[src/rtl/crs_pkg.sv]
// Shared types for the control-register bus slave.
// Assumes only two handshake phases are needed inside the peripheral domain.
package crs_pkg;

    typedef enum logic {
        CRS_IDLE = 1'b0,
        CRS_BUSY = 1'b1
    } crs_state_e;

endpackage

[src/rtl/crs_sync.sv]
// Chain of synchronising flip-flops for a bundle of slow-domain signals.
// Assumes the source holds each value for at least two destination cycles
// (half-rate requester), so bus members settle together before use.
module crs_sync #(
    parameter int WIDTH  = 8,
    parameter int STAGES = 2
) (
    input  logic             clk,
    input  logic             rst_n,
    input  logic [WIDTH-1:0] din,
    output logic [WIDTH-1:0] dout
);

    logic [WIDTH-1:0] stage_q [STAGES];

    generate
        for (genvar s = 0; s < STAGES; s++) begin : g_stage
            if (s == 0) begin : g_first
                // First stage samples the asynchronous inputs
                always_ff @(posedge clk) begin
                    if (!rst_n) stage_q[s] <= '0;
                    else        stage_q[s] <= din;
                end
            end else begin : g_rest
                // Later stages re-time the previous stage
                always_ff @(posedge clk) begin
                    if (!rst_n) stage_q[s] <= '0;
                    else        stage_q[s] <= stage_q[s-1];
                end
            end
        end
    endgenerate

    assign dout = stage_q[STAGES-1];

endmodule

[src/rtl/crs_decode.sv]
// Address window decode: flags a hit and yields the register index.
// Assumes BASE_ADDR + NUM_REGS fits in the address space.
module crs_decode #(
    parameter int ADDR_W    = 10,
    parameter int NUM_REGS  = 4,
    parameter int BASE_ADDR = 256,
    localparam int IDX_W    = (NUM_REGS > 1) ? $clog2(NUM_REGS) : 1
) (
    input  logic [ADDR_W-1:0] addr,
    output logic              hit,
    output logic [IDX_W-1:0]  idx
);

    localparam logic [ADDR_W:0]   LO_BOUND = (ADDR_W+1)'(BASE_ADDR);
    localparam logic [ADDR_W:0]   HI_BOUND = (ADDR_W+1)'(BASE_ADDR + NUM_REGS);
    localparam logic [ADDR_W-1:0] BASE_VEC = ADDR_W'(BASE_ADDR);

    logic [ADDR_W:0] addr_ext;

    // Window compare and offset into the bank
    always_comb begin
        addr_ext = {1'b0, addr};
        hit      = (addr_ext >= LO_BOUND) && (addr_ext < HI_BOUND);
        idx      = IDX_W'(addr - BASE_VEC);
    end

endmodule

[src/rtl/crs_regfile.sv]
// Bank of data registers with one write port and one read port.
// Assumes the write enable is a single-cycle pulse per access.
module crs_regfile #(
    parameter int DATA_W   = 32,
    parameter int NUM_REGS = 4,
    localparam int IDX_W   = (NUM_REGS > 1) ? $clog2(NUM_REGS) : 1
) (
    input  logic              clk,
    input  logic              rst_n,
    input  logic              wr_en,
    input  logic [IDX_W-1:0]  idx,
    input  logic [DATA_W-1:0] wdata,
    output logic [DATA_W-1:0] rd_val
);

    logic [DATA_W-1:0] bank_q [NUM_REGS];

    generate
        for (genvar r = 0; r < NUM_REGS; r++) begin : g_reg
            // One storage word, loaded when selected by a write pulse
            always_ff @(posedge clk) begin
                if (!rst_n)
                    bank_q[r] <= '0;
                else if (wr_en && (idx == IDX_W'(r)))
                    bank_q[r] <= wdata;
            end
        end
    endgenerate

    // Read mux over the bank
    always_comb begin
        rd_val = '0;
        for (int r = 0; r < NUM_REGS; r++) begin
            if (idx == IDX_W'(r)) rd_val = bank_q[r];
        end
    end

endmodule

[src/rtl/crs_ack_fsm.sv]
// Four-phase acknowledge controller.
// Accepts one single-strobe, in-window request from idle, raises a
// registered acknowledge, and drops it once the starting strobe falls.
// Assumes strobes are already synchronised to clk.
module crs_ack_fsm
    import crs_pkg::*;
(
    input  logic clk,
    input  logic rst_n,
    input  logic rd_s,
    input  logic wr_s,
    input  logic hit,
    output logic wr_en,
    output logic rd_load,
    output logic ack_drop,
    output logic op_wr,
    output logic ack
);

    crs_state_e state_q;
    logic       accept;
    logic       own_strobe;

    // Accept and release conditions
    always_comb begin
        accept     = (state_q == CRS_IDLE) && (rd_s ^ wr_s) && hit;
        own_strobe = op_wr ? wr_s : rd_s;
        ack_drop   = (state_q == CRS_BUSY) && !own_strobe;
        wr_en      = accept && wr_s;
        rd_load    = accept && rd_s;
    end

    // Handshake state, remembered operation and acknowledge flop
    always_ff @(posedge clk) begin
        if (!rst_n) begin
            state_q <= CRS_IDLE;
            op_wr   <= 1'b0;
            ack     <= 1'b0;
        end else if (accept) begin
            state_q <= CRS_BUSY;
            op_wr   <= wr_s;
            ack     <= 1'b1;
        end else if (ack_drop) begin
            state_q <= CRS_IDLE;
            ack     <= 1'b0;
        end
    end

endmodule

[src/rtl/ctrl_reg_slave.sv]
// Control-register bus slave, top level.
// Synchronises requester inputs, decodes the window, performs the access
// and answers with a registered four-phase acknowledge plus read word.
// Assumes the requester clock runs at half the rate of clk.
module ctrl_reg_slave #(
    parameter int ADDR_W      = 10,
    parameter int DATA_W      = 32,
    parameter int NUM_REGS    = 4,
    parameter int BASE_ADDR   = 256,
    parameter int SYNC_STAGES = 2
) (
    input  logic              clk,
    input  logic              rst_n,
    input  logic              req_rd,
    input  logic              req_wr,
    input  logic [ADDR_W-1:0] req_addr,
    input  logic [DATA_W-1:0] req_wdata,
    output logic              rsp_ack,
    output logic [DATA_W-1:0] rsp_rdata
);

    localparam int IDX_W  = (NUM_REGS > 1) ? $clog2(NUM_REGS) : 1;
    localparam int BUS_W  = 2 + ADDR_W + DATA_W;

    logic              rd_s;
    logic              wr_s;
    logic [ADDR_W-1:0] addr_s;
    logic [DATA_W-1:0] wdata_s;
    logic              hit;
    logic [IDX_W-1:0]  idx;
    logic              wr_en;
    logic              rd_load;
    logic              ack_drop;
    logic              op_wr;
    logic [DATA_W-1:0] rd_val;
    logic [DATA_W-1:0] rdata_q;

    crs_sync #(
        .WIDTH  (BUS_W),
        .STAGES (SYNC_STAGES)
    ) u_sync (
        .clk   (clk),
        .rst_n (rst_n),
        .din   ({req_rd, req_wr, req_addr, req_wdata}),
        .dout  ({rd_s, wr_s, addr_s, wdata_s})
    );

    crs_decode #(
        .ADDR_W    (ADDR_W),
        .NUM_REGS  (NUM_REGS),
        .BASE_ADDR (BASE_ADDR)
    ) u_decode (
        .addr (addr_s),
        .hit  (hit),
        .idx  (idx)
    );

    crs_regfile #(
        .DATA_W   (DATA_W),
        .NUM_REGS (NUM_REGS)
    ) u_regfile (
        .clk    (clk),
        .rst_n  (rst_n),
        .wr_en  (wr_en),
        .idx    (idx),
        .wdata  (wdata_s),
        .rd_val (rd_val)
    );

    crs_ack_fsm u_fsm (
        .clk      (clk),
        .rst_n    (rst_n),
        .rd_s     (rd_s),
        .wr_s     (wr_s),
        .hit      (hit),
        .wr_en    (wr_en),
        .rd_load  (rd_load),
        .ack_drop (ack_drop),
        .op_wr    (op_wr),
        .ack      (rsp_ack)
    );

    // Read-return register: loaded with the acknowledge, cleared as it falls
    always_ff @(posedge clk) begin
        if (!rst_n)        rdata_q <= '0;
        else if (rd_load)  rdata_q <= rd_val;
        else if (ack_drop) rdata_q <= '0;
    end

    assign rsp_rdata = rdata_q;

endmodule

[config.mk]
export PLATFORM = sky130hd
export DESIGN_NAME = ctrl_reg_slave
export DESIGN_NICKNAME = d
export VERILOG_FILES = /design/src/rtl/crs_pkg.sv /design/src/rtl/crs_sync.sv /design/src/rtl/crs_decode.sv /design/src/rtl/crs_regfile.sv /design/src/rtl/crs_ack_fsm.sv /design/src/rtl/ctrl_reg_slave.sv
export SDC_FILE = /design/constraint.sdc
export NUM_CORES = 1
export LEC_CHECK = 0
export BUFFER_PORTS_ARGS = -buffer_cell sky130_fd_sc_hd__buf_2
export CAP_MARGIN = 20
export CORE_ASPECT_RATIO = 0.6
export CORE_MARGIN = 10
export CORE_UTILIZATION = 53
export DETAILED_ROUTE_END_ITERATION = 8
export HOLD_SLACK_MARGIN = 0.02
export PLACE_DENSITY = 0.77
export SYNTH_ARGS = -nofsm -noshare
export SYNTH_HDL_FRONTEND = slang
export SYNTH_SLANG_ARGS = --single-unit
[constraint.sdc]
create_clock -name clk -period 2.3 [get_ports clk]
set_input_delay 0.46 -clock clk [delete_from_list [all_inputs] [get_ports clk]]
set_output_delay 0.46 -clock clk [all_outputs]
set_load 0.03 [all_outputs]
Word-level counts from Yosys, hierarchy flattened
Memory sizes are Yosys's and may differ from the RTL's.
Index checks and enable logic that the tools add are counted.
{ "totals": {"in_bits": 46, "mem_bits_rw": 216, "register_bits": 34, "elab_cells": 62, "mem_count": 2, "output_inout_bits": 33} }
{ "classes": {"n_lt_le_gt_ge": 2, "bitwise": 8, "n_eq_ne": 3, "reduce_logical": 14, "n_addsub": 1, "muxes": 29} }
{ "memory_table": {"columns": ["memory", "words", "width", "read_ports", "rd_ports_with_merged_regs", "write_ports", "line_no", "rtl"], "rows": [
  ["u_regfile.bank_q", 4, 32, 4, 0, 4, "crs_regfile.sv:16", "logic [DATA_W-1:0] bank_q [NUM_REGS];"],
  ["u_sync.stage_q", 2, 44, 2, 0, 2, "crs_sync.sv:14", "logic [WIDTH-1:0] stage_q [STAGES];"]
]} }
{ "ops": {"columns": ["cell", "n"], "rows": [
  ["$mux 32", 10],
  ["$mux 44", 2],
  ["$mux 1", 17],
  ["$ge 10x9->1 const B", 1],
  ["$logic_and 1x1->1", 10],
  ["$lt 10x9->1 const B", 1],
  ["$or 1x1->1", 6],
  ["$eq 2x2->1 const B", 2],
  ["$reduce_bool 2->1", 2],
  ["$eq 2x1->1 const B", 1],
  ["$logic_not 2->1", 1],
  ["$sub 2x1->2 const B", 1],
  ["$logic_not 1->1", 1],
  ["$not 1->1", 1],
  ["$xor 1x1->1", 1]
]} }

Logic depth before layout (Yosys ltp)
Gate-level depths: netlist of run 1.
An unclocked memory read counts as a cell.
{ "logic_depth": {"ltp_word": 10, "ltp_mapped": 8, "ltp_nobuf": 4} }

Modules after synthesis
From an unflattened synthesis of run 1, not the netlist that was laid out.
{ "unflattened": {"hier_cells": 707, "area_unflattened_um2": 9629.2} }
{ "modules_own_cells": {"columns": ["mod", "area_each_um2", "n_inst", "cells_each", "seq_area_each_um2"], "rows": [
  ["crs_regfile", 5474.0, 1, 360, 3843.7],
  ["crs_sync", 2372.3, 1, 185, 1761.7],
  ["ctrl_reg_slave", 1619.1, 1, 143, 640.6],
  ["crs_ack_fsm", 128.9, 1, 14, 40.0],
  ["crs_decode", 35.0, 1, 5, 0.0]
]} }

Worst setup path before layout of run 1
No wires, ideal clock.
{ "synth_timing": {"path_type": "reg2reg", "start": "register u_fsm.ack (netlist name)", "end": "memory u_regfile.bank_q[2][0], enable pin", "period_less_slack_ns": 2.544, "slack_ns": -0.244, "required_ns": 1.911, "setup_time_ns": 0.389, "stages_incl_launch_ff": 7, "arrival_time_ns": 2.154, "n_path_buf": 2, "cell_sequence": "dfxtp_1 nor4b_1 and4_1 buf_6 nand4b_1 buf_2 nand2_1"} }
{ "synth_lines": {"columns": ["element", "line_no"], "rows": [
  ["to (decl)", "crs_regfile.sv:16"]
]} }

==> impl_metrics.env, run 1 <==
export IMPL_status="complete, no violations"
export IMPL_core_um2=16310
export IMPL_grt_max_degree=107
export IMPL_cap_violations=0
export IMPL_drtIter0Drc=476
export IMPL_place_congestion=0.7565
export IMPL_ys_warn_count=0
export IMPL_synthTopCellsByCount="130 x nor2_1, 128 x edfxtp_1, 122 x dfxtp_1, 89 x and2_1, 37 x nand2_1"
export IMPL_first_pass_iters=5
export IMPL_p_leak_nw=3.819
export IMPL_synth_avg_cell_area_um2=14.01
export IMPL_grt_pass1_vias=5281
export IMPL_cp_max_fo=32
export IMPL_syn_nets=679
export IMPL_design_area_um2=10220
export IMPL_path_buf_inv=1
export IMPL_cp_top_family="simple AND/OR/NAND/NOR gates"
export IMPL_cts_buffer_depth=3
export IMPL_synth_ff_type="edfxtp_1"
export IMPL_hold_viol=0
export IMPL_synth_top_cell_by_area="edfxtp_1"
export IMPL_peakVddDrop_v=0.0004361
export IMPL_setup_viol=0
export IMPL_cp_slowest_cell="dfxtp_1"
export IMPL_drc_errors=0
export IMPL_cp_slowest_stage_delay_ns=0.48
export IMPL_diodes=0
export IMPL_rsz0062_at_grt="false"
export IMPL_r2r_cells=5
export IMPL_worstSkewPairLatency_ns=0.52
export IMPL_clk_pin_slew_ns=0.07
export IMPL_cts_max_level=1
export IMPL_rows=36
export IMPL_grt_usage=0.1595
export IMPL_antenna_found_initial=0
export IMPL_cp_start_kind="register"
export IMPL_path_class="register to register"
export IMPL_nets=751
export IMPL_area_growth_pct=15.30
export IMPL_ys_seq_area_frac=0.7089
export IMPL_dieArea_um2=22470
export IMPL_grt_remaining_overflow=0
export IMPL_synth_area_top_cells="edfxtp_1 43%, dfxtp_1 28%, mux4_2 8.1%"
export IMPL_place_area_um2=9475
export IMPL_setup_tns_ns=0
export IMPL_num_io_pins=79
export IMPL_synth_edf_count=128
export IMPL_fin_crit_ns=2.037
export IMPL_num_vias=5021
export IMPL_post_cts_buffers=0
export IMPL_die_h_um=120.2
export IMPL_initial_utilization=0.5438
export IMPL_synth_distinct_cells=23
export IMPL_ys_ff_latch=250
export IMPL_holdPathStages=2
export IMPL_cts_made_buffers=22
export IMPL_ant_nets=0
export IMPL_grt_pass1_wl_mm=28.90
export IMPL_cp_cell_sequence="xor2_1 > and4_1 > nand4b_1 > nand2_2 > buf_4"
export IMPL_via_per_inst=5.291
export IMPL_cts_sinks=250
export IMPL_drive_gt1_frac=0.2358
export IMPL_fin_skew_ns=0.02463
export IMPL_postRouteWirelength_mm=18.02
export IMPL_routedWlPerCell_um=18.99
export IMPL_root_buffer="clkbuf_16"
export IMPL_fmax_mhz=490.9
export IMPL_postSynthCellCount=633
export IMPL_hpwl_mm=11.26
export IMPL_cp_data_arrival_time_ns=2.17
export IMPL_die_w_um=187.0
export IMPL_end_kind="register"
export IMPL_cts_resized=0
export IMPL_cts_hold_buf=0
export IMPL_synth_most_common_cell="nor2_1"
export IMPL_port_buffers=78
export IMPL_worst_pin_slew_ns=0.5057
export IMPL_cp_data_required_time_ns=2.43
export IMPL_hp_class="input port to register"
export IMPL_relSlewSlack=0.6628
export IMPL_p_per_area_nw_per_um2=866.9
export IMPL_final_core_util=0.6270
export IMPL_synth_top_area_frac=0.4335
export IMPL_async_reset_ff_frac=0
export IMPL_slew_violations=0
export IMPL_cts_tree="built"
export IMPL_period_share=0.8856
export IMPL_cp_num_cells=5
export IMPL_synth_area_um2=8867
==> per-stage QoR <==
| stage | worst slack, ns | cells | hold slack [ns] | power (mW) |
|---|---|---|---|---|
| after global placement | 0.3495 | 909 | 0.4233 | 5.248 |
| after detailed placement | 0.3192 | 909 | 0.4214 | 5.268 |
| final | 0.2631 | 949 | 0.1486 | 8.862 |
| after floorplan | 0.05565 | 633 | 0.4119 | 5.132 |
| after CTS | 0.2822 | 949 | 0.1309 | 8.947 |
| after global routing | 0.1679 | 949 | 0.1404 | 9.142 |
==> where the power goes <==
| part | total [mW] | switching, mW | internal (mW) | leakage, nW |
|---|---|---|---|---|
| logic | 0.324 | 0.186 | 0.139 | 1.07 |
| clock network | 3.70 | 1.55 | 2.14 | 0.375 |
| registers | 4.84 | 0.0421 | 4.80 | 2.38 |
| total | 8.86 | 1.78 | 7.08 | 3.82 |
==> layer usage <==
metal  share of wire  vias to the layer above  GRT usage
li1                -                     2367          -
met1            0.47                     2418     0.2222
met2            0.42                      207     0.2356
met3           0.098                       29    0.05970
met4           0.013                        0    0.03210
met5               0                        -          0
==> cells in the final DEF (no fill, tap or decap), drive strengths merged, types with 2 or more instances in the layout <==
| cell | count |
|---|---|
| edfxtp | 128 |
| dfxtp | 122 |
| and2 | 89 |
| clkinv | 8 |
| clkbuf | 30 |
| nand2 | 37 |
| mux4 | 32 |
| buf | 95 |
| nand3 | 2 |
| o21ai | 2 |
| nor2 | 130 |
| nand4b | 2 |
| a21oi | 2 |
| a32o | 32 |
| inv | 2 |
==> cell type report <==
type	instances	area [um^2]
Multi-Input combinational cell	335	2341
Sequential cell	250	6287
Tap cell	228	285.3
Fill cell	1265	6082
Clock buffer	30	663.1
Clock inverter	10	85.08
Timing Repair Buffer	95	558.0
Inverter	1	3.754
==> cell families after synthesis <==
| family | Yosys count | synth area share |
|---|---|---|
| DFF | 250 | 0.7089 |
| xor gates and xnor gates | 1 | 0.0009879 |
| buffers and inverters | 48 | 0.02822 |
| and+or+nand+nor | 265 | 0.1405 |
| muxes | 33 | 0.08255 |
| AOI/OAI and AO/OA | 36 | 0.03880 |
==> state kept, by name, indices dropped and copies added (netlist names) <==
register,cells
u_regfile.bank_q,128
u_fsm.op_wr,1
u_fsm.ack,1
rsp_rdata,32
u_sync.stage_q,88
==> final timing paths <==
kind | start | to | slack [ns]
worst max-delay path | u_sync.stage_q[1][42] | u_regfile.bank_q[1][23] | 0.26
worst min-delay path | req_wdata[19] | u_sync.stage_q[0][19] | 0.15
worst max register to register | u_sync.stage_q[1][42] | u_regfile.bank_q[1][23] | 0.26
worst min register to register | u_sync.stage_q[0][30] | u_sync.stage_q[1][30] | 0.44
==> worst register-to-register path, delay by kind of cell (launching register included) <==
kind | cells | cell delay [ns]
XOR/XNOR | 1 | 0.17
buffers and inverters | 1 | 0.43
flip-flops | 1 | 0.48
AND/OR/NAND/NOR | 3 | 0.55
(Power assumes the default switching activity.)
==> run 2: changes to the inputs <==
- ABC_AREA: default -> 1
- CORE_UTILIZATION: 53 -> 54
- PLACE_DENSITY: 0.77 -> 0.78
==> impl_metrics.env, run 2 <==
export IMPL_synthAdderAreaFrac=0
export IMPL_drive_gt1_frac=0.1874
export IMPL_largest_register_ffs=128
export IMPL_postRouteWirelength_mm=22.22
export IMPL_fmax_mhz=506.6
export IMPL_final_core_util=0.6282
export IMPL_setup_tns_ns=0
export IMPL_via_per_inst=5.224
export IMPL_cts_max_level=1
export IMPL_synth_area_um2=9941
export IMPL_syn_nets=1058
export IMPL_crit_top_cell="nand2_4"
export IMPL_reg2reg_from="u_fsm.ack"
export IMPL_synth_xor_area_share=0
export IMPL_fin_crit_ns=1.974
export IMPL_p_leak_nw=5.011
export IMPL_antenna_found_initial=0
export IMPL_cts_buffer_depth=3
export IMPL_area_growth_pct=14.17
export IMPL_synth_top_area_frac=0.3867
export IMPL_largest_register="u_regfile.bank_q"
export IMPL_synthTopCellsByCount="198 x nand2_1, 164 x inv_1, 128 x edfxtp_1, 122 x dfxtp_1, 94 x nor3_1"
export IMPL_cp_num_cells=8
export IMPL_path_class="register to register"
export IMPL_rr_endpoint="u_regfile.bank_q[0][15]"
export IMPL_status="complete, no violations"
export IMPL_r2r_cells=8
export IMPL_root_buffer="clkbuf_16"
export IMPL_cp_slowest_stage_delay_ns=0.33
export IMPL_synth_avg_cell_area_um2=9.823
export IMPL_layout_commonest_cell="nand2_1"
export IMPL_postSynthCellCount=1012
export IMPL_cts_tree="built"
export IMPL_path_buf_inv=1
export IMPL_cts_sinks=250
export IMPL_startpoint="u_fsm.ack"
export IMPL_hold_viol=0
export IMPL_cp_top_family="simple AND/OR/NAND/NOR gates"
export IMPL_synth_compound_area_frac=0.03826
export IMPL_drc_errors=0
export IMPL_cp_slowest_cell="dfxtp_1"
export IMPL_muxShareOfSynthArea=0
export IMPL_cap_violations=0
export IMPL_grt_pass1_vias=6699
export IMPL_final_cell_mix="194 x nand2_1, 164 x inv_1, 128 x edfxtp_1, 122 x dfxtp_1, 94 x nor3_1"
export IMPL_slew_violations=0
export IMPL_worst_pin_slew_ns=0.5429
export IMPL_peakVddDrop_v=0.0004621
export IMPL_num_vias=6969
export IMPL_num_io_pins=79
export IMPL_grt_usage=0.1773
export IMPL_drtIter0Drc=777
export IMPL_grt_remaining_overflow=0
export IMPL_end_kind="register"
export IMPL_rows=38
export IMPL_stdcell_count=1334
export IMPL_die_w_um=195.2
export IMPL_cts_made_buffers=22
export IMPL_synth_most_common_cell="nand2_1"
export IMPL_cp_max_fo=20
export IMPL_core_um2=18070
export IMPL_p_per_area_nw_per_um2=806.4
export IMPL_relSlewSlack=0.6364
export IMPL_cts_hold_buf=0
export IMPL_r2r_slack_ns=0.33
export IMPL_routedWlPerCell_um=16.66
export IMPL_setup_viol=0
export IMPL_worstSkewPairLatency_ns=0.52
export IMPL_synth_top_cell_by_area="edfxtp_1"
export IMPL_grt_max_degree=44
export IMPL_yosys_area_share_simple=0.2287
export IMPL_synth_distinct_cells=27
export IMPL_first_pass_iters=5
export IMPL_dp_cells=1294
export IMPL_synth_ff_type="edfxtp_1"
export IMPL_initial_utilization=0.5502
export IMPL_cts_resized=0
export IMPL_hp_class="input port to register"
export IMPL_port_buffers=78
export IMPL_grt_pass1_wl_mm=35.91
export IMPL_fin_skew_ns=0.02148
export IMPL_ys_ff_latch=250
export IMPL_ys_warn_count=0
export IMPL_synth_area_top_cells="edfxtp_1 39%, dfxtp_1 25%, nand2_1 7.5%"
export IMPL_diodes=0
export IMPL_cp_start_kind="register"
export IMPL_place_congestion=0.8534
export IMPL_ys_seq_area_frac=0.6323
export IMPL_async_reset_ff_frac=0
export IMPL_synth_edf_count=128
export IMPL_nets=1124
export IMPL_endpoint="u_regfile.bank_q[0][15]"
export IMPL_cp_data_required_time_ns=2.51
export IMPL_period_share=0.8583
export IMPL_cp_data_arrival_time_ns=2.19
export IMPL_synth_top_family_by_area="simple AND/OR/NAND/NOR gates"
export IMPL_hpwl_mm=14.28
export IMPL_post_cts_buffers=0
export IMPL_die_h_um=125.1
export IMPL_ant_nets=0
export IMPL_rsz0062_at_grt="false"
export IMPL_cp_cell_sequence="nor2_1 > nand2_1 > nor2_2 > nand2_4 > nor2_8 > nand2_4 > nand2_2 > buf_12"
export IMPL_clk_pin_slew_ns=0.07
export IMPL_fillCellCount=1477
export IMPL_dieArea_um2=24410
-- run 2: cell count changes after synthesis, moves of 34 or more --
cell,change
a21oi_1,+48
nor2_1,-101
and2_1,-89
nor3_2,+34
nand3_1,+62
nand2_1,+161
inv_1,+163
nor3_1,+93
-- run 2: cell families after synthesis --
group / after synthesis
AND/OR/NAND/NOR: 454
flip-flops: 250
buffers and inverters: 234
AO/OA/AOI/OAI: 74
-- run 2: worst min-delay path by stage --
stage / endpoint / from / depth (start not counted)
2_1_floorplan: u_sync.stage_q[1][0] / u_sync.stage_q[0][0] / 2
3_3_place_gp: u_sync.stage_q[1][11] / u_sync.stage_q[0][11] / 2
3_5_place_dp: u_sync.stage_q[1][17] / u_sync.stage_q[0][17] / 2
4_1_cts: u_sync.stage_q[0][28] / req_wdata[28] / 3
5_1_grt: u_sync.stage_q[0][11] / req_wdata[11] / 3
6_report: u_sync.stage_q[0][2] / req_wdata[2] / 3
-- run 2: layout make-up --
class                   count  area (um^2)  area share
flip-flops and latches    250         6286      0.5539
multi-input cells         528         2664      0.2347
repair buffers            109        725.7     0.06394
clock buffers              30        641.9     0.05655
inverters                 167        629.4     0.05545
well taps                 240        300.3     0.02646
clock inverters            10        102.6    0.009040
-- run 2: worst register-to-register path: stages (launching register included) --
cell     delay [ns]
dfxtp_1        0.33
nor2_1         0.11
nand2_1        0.07
nor2_2         0.18
nand2_4        0.11
nor2_8         0.19
nand2_4        0.21
nand2_2        0.26
buf_12         0.20
-- run 2: routing by layer --
layer / vias up / routed length [um] / track usage / part of all wire
met4: 0 / 383 / 0.03980 / 0.017
met2: 323 / 9231 / 0.2531 / 0.42
li1: 3393 / - / - / -
met1: 3218 / 9815 / 0.2563 / 0.44
met3: 35 / 2789 / 0.05711 / 0.13
met5: - / 0 / 0 / 0
-- run 2: per-stage QoR --
step                      area (um^2)  setup slack [ns]  hold slack, ns  power, mW
final                           11350            0.3260          0.1204      9.152
after floorplan                  9951            0.2638          0.3905      5.245
after CTS                       11350            0.3600          0.1170      9.188
after global routing            11350            0.2101          0.1232      9.440
after global placement          10610            0.4440          0.3947      5.446
after detailed placement        10610            0.3970          0.3961      5.456
-- run 2: where the power goes --
group	switching (mW)	internal (mW)	total, mW
sequential	0.0439	4.82	4.86
combinational	0.349	0.153	0.502
clock	1.60	2.18	3.79
